### config.mk
export PLATFORM = sky130hd
export DESIGN_NAME = presc_watchdog
export DESIGN_NICKNAME = d
export VERILOG_FILES = /design/src/rtl/pwd_pkg.sv /design/src/rtl/pwd_regs.sv /design/src/rtl/pwd_prescale.sv /design/src/rtl/pwd_ctrl.sv /design/src/rtl/presc_watchdog.sv
export SDC_FILE = /design/constraint.sdc
export NUM_CORES = 1
export LEC_CHECK = 0
export ABC_AREA = 1
export BUFFER_PORTS_ARGS = -buffer_cell sky130_fd_sc_hd__buf_2
export CORE_UTILIZATION = 50
export CTS_CLUSTER_SIZE = 16
export DETAILED_ROUTE_END_ITERATION = 7
export PLACE_DENSITY = 0.67
export SLEW_MARGIN = 20
export SYNTH_ARGS = -nofsm -noshare
export SYNTH_HDL_FRONTEND = slang
export SYNTH_SLANG_ARGS = --single-unit
### constraint.sdc
create_clock -name clk -period 6.1 [get_ports clk]
set_input_delay 0.915 -clock clk [delete_from_list [all_inputs] [get_ports clk]]
set_output_delay 0.915 -clock clk [all_outputs]
set_load 0.05 [all_outputs]
### src/rtl/pwd_pkg.sv
package pwd_pkg;
    typedef enum logic [1:0] {ST_IDLE, ST_COUNT, ST_FIRE, ST_HOLD} wd_state_t;

    localparam int ADDR_W   = 4;
    localparam int BYTE_W   = 8;
    localparam int N_SRC    = 3;
    localparam int CODE_W   = 3;
    localparam int CTL_W    = N_SRC + CODE_W;
    localparam int MAX_CODE = 5;
    localparam int PS_W     = 2 * MAX_CODE;

    localparam logic [ADDR_W-1:0] OFS_CMP = 4'h0;
    localparam logic [ADDR_W-1:0] OFS_EN  = 4'h4;
    localparam logic [ADDR_W-1:0] OFS_CNT = 4'h8;
    localparam logic [ADDR_W-1:0] OFS_CTL = 4'hC;

    // terminal prescale count for a code; codes above MAX_CODE saturate
    function automatic logic [PS_W-1:0] ps_limit(input logic [CODE_W-1:0] code);
        logic [CODE_W-1:0] c;
        c = (code > CODE_W'(MAX_CODE)) ? CODE_W'(MAX_CODE) : code;
        return PS_W'((1 << (2 * c)) - 1);
    endfunction
endpackage

### src/rtl/pwd_regs.sv
module pwd_regs
    import pwd_pkg::*;
#(
    parameter int CNT_W = 16
) (
    input  logic              clk,
    input  logic              rst_n,
    input  logic [ADDR_W-1:0] addr,
    input  logic [CNT_W-1:0]  wdata,
    input  logic              we,
    input  logic              size_hw,
    input  logic [CNT_W-1:0]  cnt,
    output logic [CNT_W-1:0]  cmp_q,
    output logic              en_q,
    output logic [CTL_W-1:0]  ctl_q,
    output logic              ctl_wr,
    output logic              cnt_wr,
    output logic [CNT_W-1:0]  cnt_wval,
    output logic [CNT_W-1:0]  rdata
);
    logic cmp_wr, en_wr;

    function automatic logic [CNT_W-1:0] merge(input logic [CNT_W-1:0] old,
                                               input logic [CNT_W-1:0] nw,
                                               input logic             hw);
        return hw ? nw : {old[CNT_W-1:BYTE_W], nw[BYTE_W-1:0]};
    endfunction

    always_comb begin
        cmp_wr   = we && (addr == OFS_CMP);
        en_wr    = we && (addr == OFS_EN);
        cnt_wr   = we && (addr == OFS_CNT);
        ctl_wr   = we && (addr == OFS_CTL);
        cnt_wval = merge(cnt, wdata, size_hw);
    end

    always_ff @(posedge clk or negedge rst_n) begin
        if (!rst_n) begin
            cmp_q <= '0;
            en_q  <= 1'b0;
            ctl_q <= '0;
        end else begin
            if (cmp_wr) cmp_q <= merge(cmp_q, wdata, size_hw);
            if (en_wr)  en_q  <= wdata[0];
            if (ctl_wr) ctl_q <= wdata[CTL_W-1:0];
        end
    end

    always_comb begin
        rdata = '0;
        case (addr)
            OFS_CMP: rdata = cmp_q;
            OFS_EN:  rdata = {{(CNT_W-1){1'b0}}, en_q};
            OFS_CNT: rdata = cnt;
            OFS_CTL: rdata = {{(CNT_W-CTL_W){1'b0}}, ctl_q};
            default: rdata = '0;
        endcase
    end
endmodule

### src/rtl/pwd_prescale.sv
module pwd_prescale
    import pwd_pkg::*;
(
    input  logic              clk,
    input  logic              rst_n,
    input  logic              run,
    input  logic              clr,
    input  logic [N_SRC-1:0]  src_ticks,
    input  logic [N_SRC-1:0]  sel,
    input  logic [CODE_W-1:0] code,
    output logic              tick
);
    logic [PS_W-1:0] pc_q;
    logic [PS_W-1:0] limit;
    logic            src;

    // lowest-numbered selected source wins: it is assigned last
    always_comb begin
        src = 1'b0;
        for (int i = N_SRC - 1; i >= 0; i--) begin
            if (sel[i]) src = src_ticks[i];
        end
        limit = ps_limit(code);
        tick  = run && src && (pc_q == limit) && !clr;
    end

    always_ff @(posedge clk or negedge rst_n) begin
        if (!rst_n)              pc_q <= '0;
        else if (clr || !run)    pc_q <= '0;
        else if (src)            pc_q <= (pc_q == limit) ? '0 : pc_q + 1'b1;
    end
endmodule

### src/rtl/pwd_ctrl.sv
module pwd_ctrl
    import pwd_pkg::*;
#(
    parameter int CNT_W      = 16,
    parameter int PULSE_CLKS = 16
) (
    input  logic             clk,
    input  logic             rst_n,
    input  logic             en,
    input  logic             tick,
    input  logic [CNT_W-1:0] cmp,
    input  logic             cnt_wr,
    input  logic [CNT_W-1:0] cnt_wval,
    output logic [CNT_W-1:0] cnt_q,
    output logic             run,
    output logic             rst_req
);
    localparam int PL_W = $clog2(PULSE_CLKS + 1);

    wd_state_t       st_q, st_d;
    logic [PL_W-1:0] pl_q;
    logic            match, last_pulse;

    assign match      = (cnt_q == cmp) && !cnt_wr;
    assign last_pulse = (pl_q == PL_W'(PULSE_CLKS - 1));

    always_ff @(posedge clk or negedge rst_n) begin
        if (!rst_n) st_q <= ST_IDLE;
        else        st_q <= st_d;
    end

    always_comb begin
        st_d = st_q;
        if (!en) begin
            st_d = ST_IDLE;
        end else begin
            unique case (st_q)
                ST_IDLE:  st_d = ST_COUNT;
                ST_COUNT: if (match)      st_d = ST_FIRE;
                ST_FIRE:  if (last_pulse) st_d = ST_HOLD;
                ST_HOLD:  if (cnt_wr)     st_d = ST_COUNT;
            endcase
        end
    end

    always_comb begin
        run     = en && (st_q == ST_COUNT);
        rst_req = (st_q == ST_FIRE);
    end

    always_ff @(posedge clk or negedge rst_n) begin
        if (!rst_n)                pl_q <= '0;
        else if (st_q == ST_FIRE)  pl_q <= pl_q + 1'b1;
        else                       pl_q <= '0;
    end

    always_ff @(posedge clk or negedge rst_n) begin
        if (!rst_n)                             cnt_q <= '0;
        else if (cnt_wr)                        cnt_q <= cnt_wval;
        else if (run && tick && cnt_q != cmp)   cnt_q <= cnt_q + 1'b1;
    end
endmodule

### src/rtl/presc_watchdog.sv
module presc_watchdog
    import pwd_pkg::*;
#(
    parameter int CNT_W      = 16,
    parameter int PULSE_CLKS = 16
) (
    input  logic              clk,
    input  logic              rst_n,
    input  logic [ADDR_W-1:0] bus_addr,
    input  logic [CNT_W-1:0]  bus_wdata,
    input  logic              bus_we,
    input  logic              bus_hw,
    output logic [CNT_W-1:0]  bus_rdata,
    input  logic              tick_per,
    input  logic              tick_rtc,
    input  logic              tick_ext,
    output logic              sys_rst_req
);
    logic [CNT_W-1:0] cmp_q, cnt_q, cnt_wval;
    logic [CTL_W-1:0] ctl_q;
    logic             en_q, ctl_wr, cnt_wr, run, tick;

    pwd_regs #(.CNT_W(CNT_W)) u_regs (
        .clk(clk), .rst_n(rst_n), .addr(bus_addr), .wdata(bus_wdata),
        .we(bus_we), .size_hw(bus_hw), .cnt(cnt_q), .cmp_q(cmp_q),
        .en_q(en_q), .ctl_q(ctl_q), .ctl_wr(ctl_wr), .cnt_wr(cnt_wr),
        .cnt_wval(cnt_wval), .rdata(bus_rdata)
    );

    pwd_prescale u_ps (
        .clk(clk), .rst_n(rst_n), .run(run), .clr(ctl_wr),
        .src_ticks({tick_ext, tick_rtc, tick_per}),
        .sel(ctl_q[N_SRC-1:0]), .code(ctl_q[CTL_W-1:N_SRC]), .tick(tick)
    );

    pwd_ctrl #(.CNT_W(CNT_W), .PULSE_CLKS(PULSE_CLKS)) u_ctrl (
        .clk(clk), .rst_n(rst_n), .en(en_q), .tick(tick), .cmp(cmp_q),
        .cnt_wr(cnt_wr), .cnt_wval(cnt_wval), .cnt_q(cnt_q), .run(run),
        .rst_req(sys_rst_req)
    );
endmodule

==> results.toml, run 1 <==
[finish]
multiInputGateArea_um2 = 2030
post_route_cells_drive_above_1_share_pct = 18.1
mostFrequentLayoutCells = "155 x sky130_fd_sc_hd__nand2_1, 65 x sky130_fd_sc_hd__inv_1, 56 x sky130_fd_sc_hd__dfrtp_1"
final.fill_count = 774
register_area_um2 = 1400
final_common_cell = "sky130_fd_sc_hd__nand2_1"
fin_nets = 604
ant_diodes = 0
flow.area_growth_from_synthesis_pct = 10.0

[clock_network]
tritoncts.num_buffers = 5
cts_tree = "done"
postCtsResizedCells = 0
cts_setup_buffers = 0
clockRootBuffer = "sky130_fd_sc_hd__clkbuf_8"
cts_hold_repair.buffers = 0
clock_sinks = 56
htree_levels = 2
worst_setup_hold_path_clk_slew_ns = 0.10
cts-root-to-sink-buffers = 2
worst_skew_pair.late_latency_ns = 0.32

[place]
pre_cts_ws_ns = 2.86
dpl.hpwl_mm = 6.84
routabilityCongestion = 0.859
port_buffers = 43

[worst_setup_path]
cp_slowest_stage_delay_ns = 0.32
end_kind = "output pin"
startpoint_type = "input pin"
critPathRequiredTime_ns = 5.18
crit_path_cell_trace = "buf_2, or2_4, nor3_4, inv_1, o221ai_1, buf_2"
critical_path_peak_fanout = 15
cpLargestDelayFamily = "buffers and inverters"
critical_path.slowest_cell = "sky130_fd_sc_hd__inv_1"
critPathArrivalTime_ns = 2.37
most_common_cell_type_on_the_critical_path = "sky130_fd_sc_hd__buf_2"
criticalPathCategory = "input pin to output pin"
cp.buffers_inverters = 3

[power_and_ir_drop]
total_switching_power_mw = 0.414
static-leakage-power_nw = 2.02
power.density_cell_area_nw_per_um2 = 260
intPower_mw = 0.669
share_clk_of_total_power_pct = 23.0
flop_pwr_share_pct = 46.0
p_comb_share_pct = 31.0
max-vdd-ir-drop_mv = 0.119
power.switching_fraction_pct = 38.3

[sta]
final_critical_path_share_of_the_clock_period_pct = 53.9
finalClockSkew_ns = 0.00857
fin_tns_setup_ns = 0
final-setup-viol-count = 0
final_critical_path_setup_slack_ns = 2.81
max_slew_margin_pct = 49.3
finalCriticalPeriod_ns = 3.29
final-max-slew-violation-count = 0
hold_viol = 0
max_freq_mhz = 304
worst_pin_slew_ns = 0.761
unrepaired_setup_endpoints_after_global_routing = "false"

[global_route]
grt_remaining_overflow = 0
global_route_wire_length_before_repair_mm = 15.1
grt_antenna_before_repair = 0
via_count_of_the_first_global_routing_pass = 3226
groute.usage.overall_pct = 25.2
grt_start_max_net_pins = 57

[synth]
synth.ff_latch_count = 56
synth.distinct_cells = 37
number_of_instances_in_the_synthesized_netlist = 528
synth.net_count = 564
synthesis.area_um2 = 3790
synth-warning-count = 0
synthesized_area_per_cell_um2 = 7.17
yosysSeqAreaShare_pct = 37.0

[floorplanning]
initial_utilization_pct = 51.9
die_extent_in_y_um = 89.0
die-area_um2 = 7930
row_count = 31
fp.coreArea_um2 = 7290
die_w_um = 89.0
pin_count = 44

[routing]
drtPass1Iterations = 5
drt_drc_violations_left = 0
vias_per_cell = 5.21
vias = 3481
number_of_violations_reported_at_the_end_of_detailed_routing_iteration_0 = 194
detail_route.wl_per_cell_um = 13.8
detail-route-antenna-nets = 0
route.final.wire_length_mm = 9.24

[run_status]
status = "finished clean"

[min_path]
timing.hold.worst.class = "flip-flop to flip-flop"

[flow_run]
drv.max_cap_violation_count = 0
==> routing by layer <==
layer  global-route usage [%]  vias up  routed length [um]
li1                         -     1784                   -
met1                     33.0     1621                4150
met2                     44.1       67                4670
met3                     4.16        9                 333
met4                     5.77        0                  84
met5                        0        -                   0
==> sequential cells by signal, summed over array words and instances (netlist names) <==
register and flops:
u_regs.en_q 1, u_ctrl.st_q 2, u_ctrl.pl_q 5, u_ps.pc_q 10
u_ctrl.cnt_q 16, u_regs.ctl_q 6, u_regs.cmp_q 16
==> final cells by class <==
| class | count | share of cell area, % |
|---|---|---|
| sequential | 56 | 33.6 |
| inverter | 75 | 6.76 |
| tap | 99 | 2.97 |
| clock buffer | 5 | 1.65 |
| timing repair buffer | 44 | 5.35 |
| clock inverter | 3 | 1.02 |
| multi-input combinational | 386 | 48.6 |
==> path summary, 6_finish.rpt <==
path	from	endpoint	slack (ns)	cells past startpoint
worst max-delay path	bus_addr[1]	bus_rdata[1]	2.81	6
worst min-delay path	u_ctrl.pl_q[0]$_DFF_PN0_	u_ctrl.pl_q[0]$_DFF_PN0_	0.48	1
worst max register to register	u_regs.ctl_q[5]$_DFFE_PN0P_	u_ctrl.cnt_q[10]$_DFFE_PN0P_	3.68	13
worst min register to register	u_ctrl.pl_q[0]$_DFF_PN0_	u_ctrl.pl_q[0]$_DFF_PN0_	0.48	1
max in group asynchronous	rst_n	u_ctrl.cnt_q[10]$_DFFE_PN0P_	4.87	2
min in group asynchronous	rst_n	u_ctrl.cnt_q[3]$_DFFE_PN0P_	0.73	2
==> logic make-up after synthesis <==
logic type               synth area share, %
XOR/XNOR                                3.70
AND/OR/NAND/NOR                         32.8
buffers and inverters                   9.51
adder cells (fa/ha/maj)                 2.97
AO/OA/AOI/OAI                           13.7
flip-flops                              37.0
multiplexers                           0.264
==> through the flow <==
step / utilization, % / instance area (um2) / hold WS [ns] / power [mW] / cells
floorplan: - / 3790 / 0.432 / 0.747 / 528
global placement: 55.6 / 4060 / 0.454 / 0.829 / 660
detailed placement: 55.6 / 4060 / 0.462 / 0.840 / 660
CTS: 57.1 / 4170 / 0.477 / 1.09 / 668
global route: 57.1 / 4170 / 0.498 / 1.16 / 668
finish: 57.1 / 4170 / 0.479 / 1.08 / 668
==> power groups by stage <==
stage / Clock [mW] / Sequential [mW] / Combinational [mW]
3_3_place_gp: 0 / 0.502 / 0.327
4_1_cts: 0.255 / 0.498 / 0.337
3_5_place_dp: 0 / 0.505 / 0.335
5_1_grt: 0.266 / 0.507 / 0.386
6_report: 0.249 / 0.498 / 0.336
2_1_floorplan: 0 / 0.486 / 0.261
==> synthesized netlist by cell type, drive strengths merged <==
library cell / count / area (um2)
mux2i: 1 / 10.0
nand3: 29 / 195
o2111ai: 1 / 8.76
xor2: 15 / 131
xnor2: 1 / 8.76
nand2: 167 / 662
o22ai: 18 / 113
a31oi: 1 / 6.26
o221ai: 5 / 43.8
dfrtp: 56 / 1400
ha: 9 / 113
nor2: 53 / 221
o21ai: 48 / 282
clkinv: 1 / 3.75
buf: 8 / 67.6
clkbuf: 3 / 11.3
nor3: 13 / 86.3
nand4: 9 / 56.3
or2: 3 / 21.3
inv: 74 / 278
a21oi: 12 / 60.1
o31ai: 1 / 7.51
Note: power is estimated with default switching activity, not from simulation.
==> run 2, diff against run 1 <==
Settings changed: PLACE_DENSITY 0.67 to 0.7.
Clock period 6.1 ns to 3 ns, I/O delays scaled along.
==> run 2 against run 1 <==
Count of clock-buffer cells in the layout is 1 higher; clock skew is 0.0076 ns higher; clock power is 80% higher; cell count is 0.15% higher; sequential share of layout area is 0.091 points higher; setup slack worse by 2.2 ns; global-route usage is 0.27 points higher; utilization is 0.15 points lower; sequential power is 100% higher; sequential cell count stayed put; critical path type unchanged; critical endpoint is now bus_rdata[2]; highest routed layer unchanged.
==> results.toml, run 2 (synthesized netlist as in run 1, its figures left out) <==
[run_status]
status = "finished clean"

[min_path]
timing.hold.worst.class = "input pin to async pin"

[power_and_ir_drop]
max-vdd-ir-drop_mv = 0.192
total_power_mw = 2.13
static-leakage-power_nw = 2.02
power.density_cell_area_nw_per_um2 = 513

[finish]
flow.area_growth_from_synthesis_pct = 9.71
layoutNonFillerInstCount = 669
final_common_cell = "sky130_fd_sc_hd__nand2_1"
post_route_cells_drive_above_1_share_pct = 18.2
mostFrequentLayoutCells = "155 x sky130_fd_sc_hd__nand2_1, 65 x sky130_fd_sc_hd__inv_1, 56 x sky130_fd_sc_hd__dfrtp_1"
fin_nets = 605
finish.utilization_pct = 57.0
ant_diodes = 0
top_regs = "u_ctrl.cnt_q x16, u_regs.cmp_q x16, u_ps.pc_q x10"

[clock_network]
clock_sinks = 56
cts_setup_buffers = 0
cts_tree = "done"
clockRootBuffer = "sky130_fd_sc_hd__clkbuf_8"
worst_setup_hold_path_clk_slew_ns = 0.11
postCtsResizedCells = 0
cts-root-to-sink-buffers = 2
worst_skew_pair.late_latency_ns = 0.32
tritoncts.num_buffers = 5
htree_levels = 2
cts_hold_repair.buffers = 0

[sta]
max_slew_margin_pct = 51.2
final-setup-viol-count = 0
final_critical_path_share_of_the_clock_period_pct = 78.4
worst_pin_slew_ns = 0.733
max_freq_mhz = 425
hold_viol = 0
final_critical_path_setup_slack_ns = 0.648
finalCriticalPeriod_ns = 2.35
final-max-slew-violation-count = 0
fin_tns_setup_ns = 0
finalClockSkew_ns = 0.0162
unrepaired_setup_endpoints_after_global_routing = "false"

[global_route]
global_route_wire_length_before_repair_mm = 15.5
grt_start_max_net_pins = 37
via_count_of_the_first_global_routing_pass = 3326
grt_remaining_overflow = 0
grt_antenna_before_repair = 0
groute.usage.overall_pct = 25.5

[worst_setup_path]
criticalPathCategory = "input pin to output pin"
end_kind = "output pin"
startpoint_type = "input pin"
timing.reg2reg.setup_slack_ns = 0.71
timing.rr.start = "u_regs.ctl_q[3]$_DFFE_PN0P_"
critical_path_peak_fanout = 15
critPathRequiredTime_ns = 2.55
r2r_end = "u_ctrl.cnt_q[10]$_DFFE_PN0P_"
worst-r2r-cell-count = 13
critPathArrivalTime_ns = 1.90

[floorplanning]
fp.coreArea_um2 = 7290
initial_utilization_pct = 51.9
die-area_um2 = 7930
die_extent_in_y_um = 89.0
die_w_um = 89.0
pin_count = 44
row_count = 31

[routing]
detail_route.wl_per_cell_um = 13.6
route.final.wire_length_mm = 9.13
drtPass1Iterations = 4
vias_per_cell = 5.20
number_of_violations_reported_at_the_end_of_detailed_routing_iteration_0 = 182
detail-route-antenna-nets = 0
vias = 3479
drt_drc_violations_left = 0

[flow_run]
drv.max_cap_violation_count = 0

[place]
routabilityCongestion = 0.927
dpl.hpwl_mm = 6.78
pre_cts_ws_ns = 0.683
dp_cells = 661
port_buffers = 43
## run 2: critical path, stage by stage
cell and delay, ns:
sky130_fd_sc_hd__buf_2 0.09, sky130_fd_sc_hd__or2_4 0.27, sky130_fd_sc_hd__nor3_4 0.18, sky130_fd_sc_hd__inv_1 0.32
sky130_fd_sc_hd__o221ai_1 0.28, sky130_fd_sc_hd__buf_2 0.30
## run 2: cell type report
class	instances	area, um2
clock buffers	6	82.6
repair buffers	45	230
clock inverters	2	10.0
inverters	75	282
flip-flops and latches	56	1400
multi-input cells	386	2030
well taps	99	124
fillers	723	3140
## run 2: worst max-delay path by stage
stage                                           start  cells past startpoint                          end
final                                     bus_addr[1]                      6                 bus_rdata[2]
after floorplan                           bus_addr[1]                      5                bus_rdata[10]
after detailed placement                  bus_addr[1]                      6                 bus_rdata[2]
after CTS                                 bus_addr[1]                      6                 bus_rdata[2]
after global placement                    bus_addr[1]                      6                 bus_rdata[5]
after global routing      u_regs.ctl_q[5]$_DFFE_PN0P_                     13  u_ctrl.cnt_q[8]$_DFFE_PN0P_
## run 2: per-stage QoR
stage                     cell area, um2  hold WS [ns]
final                               4160        0.0685
after global routing                4160         0.115
after CTS                           4160        0.0970
after detailed placement            4060         0.455
after global placement              4060         0.436
after floorplan                     3790         0.154
## run 2: power by group
part,switching (mW),internal (mW),total [mW]
clock,0.263,0.186,0.448
sequential,0.132,0.878,1.01
combinational,0.440,0.234,0.674
## run 2: layer usage
metal / vias to the layer above / track usage (%) / routed length, um
met3: 9 / 3.79 / 302
met4: 0 / 6.49 / 98
met2: 61 / 44.1 / 4430
met1: 1628 / 33.7 / 4300
li1: 1781 / - / -
met5: - / 0 / 0
==> run 3, diff against run 2 <==
Settings changed: ABC_AREA 1 to 0.
Clock period 3 ns to 2 ns, I/O delays scaled along.
==> run 3 against run 2 <==
Cell count decreased by 23%; the run now ends with design-rule violations, negative setup slack left; utilization increased by 11 points; critical endpoint is now u_ctrl.cnt_q[0]$_DFFE_PN0P_; synthesized cell count decreased by 34%.
==> results.toml, run 3 <==
[global_route]
global_route_wire_length_before_repair_mm = 14.0
grt_antenna_before_repair = 0
via_count_of_the_first_global_routing_pass = 2810
grt_remaining_overflow = 0
grt_start_max_net_pins = 36
groute.usage.overall_pct = 25.2

[sta]
finalClockSkew_ns = 0.00508
max_freq_mhz = 390
max_slew_margin_pct = 63.1
worst_hold_slack_ns = 0.208
final_critical_path_share_of_the_clock_period_pct = 128
final_critical_path_setup_slack_ns = -0.565
finalCriticalPeriod_ns = 2.57
worst_pin_slew_ns = 0.553
hold_viol = 0
final-setup-viol-count = 28
final-max-slew-violation-count = 0
unrepaired_setup_endpoints_after_global_routing = "true"

[finish]
finish.utilization_pct = 67.6
mostFrequentLayoutCells = "56 x sky130_fd_sc_hd__dfrtp_1, 51 x sky130_fd_sc_hd__buf_4, 42 x sky130_fd_sc_hd__buf_2"
final_common_cell = "sky130_fd_sc_hd__dfrtp_1"
fin_nets = 473
flow.area_growth_from_synthesis_pct = 29.3
ant_diodes = 0
post_route_cells_drive_above_1_share_pct = 41.0
register_area_um2 = 1400
final.fill_count = 498
top_regs = "u_ctrl.cnt_q x16, u_regs.cmp_q x16, u_ps.pc_q x10"
final_design_area_no_fill_um2 = 4340
multiInputGateArea_um2 = 1970

[place]
dpl-instance-area_um2 = 4050
pre_cts_ws_ns = -0.492
port_buffers = 43
dpl.hpwl_mm = 5.95
routabilityCongestion = 0.863

[synth]
synth.ff_latch_count = 56
synthFlopType = "sky130_fd_sc_hd__dfrtp_1"
synth_enable_flop_cells = 0
synth.distinct_cells = 42
netlist.area_leader.share_pct = 41.7
yosysSeqAreaShare_pct = 41.7
synth.net_count = 382
synth_most_common_cell = "sky130_fd_sc_hd__dfrtp_1"
number_of_instances_in_the_synthesized_netlist = 346
synthesized_area_per_cell_um2 = 9.70
post_synth_most_frequent_cells = "56 x sky130_fd_sc_hd__dfrtp_1, 31 x sky130_fd_sc_hd__nor2_1, 23 x sky130_fd_sc_hd__mux2_2, 23 x sky130_fd_sc_hd__nand2_1, 22 x sky130_fd_sc_hd__xnor2_1"
synthesis.area_um2 = 3360
async_reset_ff_share_pct = 100
synth.largest_area_cell = "sky130_fd_sc_hd__dfrtp_1"
synth_top_cells_by_area = "sky130_fd_sc_hd__dfrtp_1 42%, sky130_fd_sc_hd__mux2_2 7.7%, sky130_fd_sc_hd__xnor2_1 5.7%"
synth-warning-count = 0

[clock_network]
cts_tree = "done"
worst_setup_hold_path_clk_slew_ns = 0.10
worst_skew_pair.late_latency_ns = 0.32
htree_levels = 2
clock_sinks = 56
cts-root-to-sink-buffers = 2
tritoncts.num_buffers = 5
clockRootBuffer = "sky130_fd_sc_hd__clkbuf_8"

[power_and_ir_drop]
max-vdd-ir-drop_mv = 0.556
power.density_cell_area_nw_per_um2 = 811
static-leakage-power_nw = 2.02
total_power_mw = 3.52

[routing]
detail-route-antenna-nets = 0
vias = 2936
route.final.wire_length_mm = 8.42
drtPass1Iterations = 7
drt_drc_violations_left = 4
vias_per_cell = 5.71
number_of_violations_reported_at_the_end_of_detailed_routing_iteration_0 = 174
detail_route.wl_per_cell_um = 16.4

[worst_setup_path]
criticalPathCategory = "flip-flop to flip-flop"
end_kind = "flip-flop"
critical_path_peak_fanout = 5
startpoint_type = "flip-flop"
critPathRequiredTime_ns = 2.21
critPathArrivalTime_ns = 2.77

[floorplanning]
die-area_um2 = 7050
fp.coreArea_um2 = 6420
pin_count = 44
die_w_um = 83.9
die_extent_in_y_um = 83.9
row_count = 29
initial_utilization_pct = 52.3

[run_status]
status = "complete, but fails checks"
failed_checks = "design-rule violations, negative setup slack"

[min_path]
timing.hold.worst.class = "input pin to flip-flop"

[flow_run]
drv.max_cap_violation_count = 0
run 3: worst paths after layout:
kind | cells after the start | slack [ns] | startpoint | to
worst max-delay path | 12 | -0.57 | u_regs.ctl_q[4]$_DFFE_PN0P_ | u_ctrl.cnt_q[0]$_DFFE_PN0P_
worst min-delay path | 3 | 0.21 | bus_wdata[7] | u_ctrl.cnt_q[7]$_DFFE_PN0P_
worst max register to register | 12 | -0.57 | u_regs.ctl_q[4]$_DFFE_PN0P_ | u_ctrl.cnt_q[0]$_DFFE_PN0P_
worst min register to register | 1 | 0.47 | u_ctrl.pl_q[0]$_DFF_PN0_ | u_ctrl.pl_q[0]$_DFF_PN0_
max in group asynchronous | 3 | 0.92 | rst_n | u_regs.cmp_q[7]$_DFFE_PN0P_
min in group asynchronous | 2 | 0.50 | rst_n | u_ctrl.pl_q[1]$_DFF_PN0_
run 3: routing by layer:
layer  track usage, %  vias to the layer above  share of wire [%]
met5                0                        -                  0
met4             6.58                        0                1.0
met3             4.35                        7                5.3
met2             40.6                       85                 48
met1             35.1                     1436                 46
li1                 -                     1408                  -
run 3: final cells by class:
| type | instances | area share (%) |
|---|---|---|
| multi-input combinational | 261 | 45.4 |
| sequential | 56 | 32.3 |
| timing repair buffer | 105 | 17.2 |
| clock buffer | 7 | 2.22 |
| tap | 77 | 2.22 |
| inverter | 8 | 0.692 |
run 3: cell families after synthesis:
family	count (synthesis)	synth area share (%)
simple gates	121	18.8
compound gates	64	12.6
flops	56	41.7
xor+xnor	34	8.87
mux	33	11.1
buf+inv	29	3.54
fa+ha+maj	9	3.35
run 3: critical path: stages, from the launching register on:
cell                       delay, ns
sky130_fd_sc_hd__dfrtp_1        0.39
sky130_fd_sc_hd__or3_4          0.41
sky130_fd_sc_hd__ha_4           0.25
sky130_fd_sc_hd__xnor2_2        0.13
sky130_fd_sc_hd__a211oi_2       0.16
sky130_fd_sc_hd__nand4_1        0.20
sky130_fd_sc_hd__nor4_4         0.25
sky130_fd_sc_hd__buf_4          0.18
sky130_fd_sc_hd__buf_6          0.11
sky130_fd_sc_hd__buf_4          0.11
sky130_fd_sc_hd__buf_6          0.09
sky130_fd_sc_hd__xnor2_2        0.09
sky130_fd_sc_hd__o21ai_1        0.08
run 3: metrics by stage:
stage	std cells	setup TNS (ns)
after floorplan	346	-7.83
after global placement	498	-7.61
after detailed placement	498	-8.86
after CTS	513	-9.58
after global routing	514	-14.18
final	514	-11.05
run 3: what timing repair did:
item | 4_1_cts | 5_1_grt
cloned | 2 | 0
resized for setup | 18 | 29
pin swaps | 3 | 23
setup buffers | 5 | 3
hold buffers | 1 | 0
setup endpoints to repair | 29 | 29
hold endpoints to repair | 21 | 0
run 3: power breakdown:
part | internal (mW) | switching [mW] | leakage, nW
sequential | 1.33 | 0.166 | 0.714
clock | 0.310 | 0.377 | 0.0503
combinational | 0.683 | 0.654 | 1.25
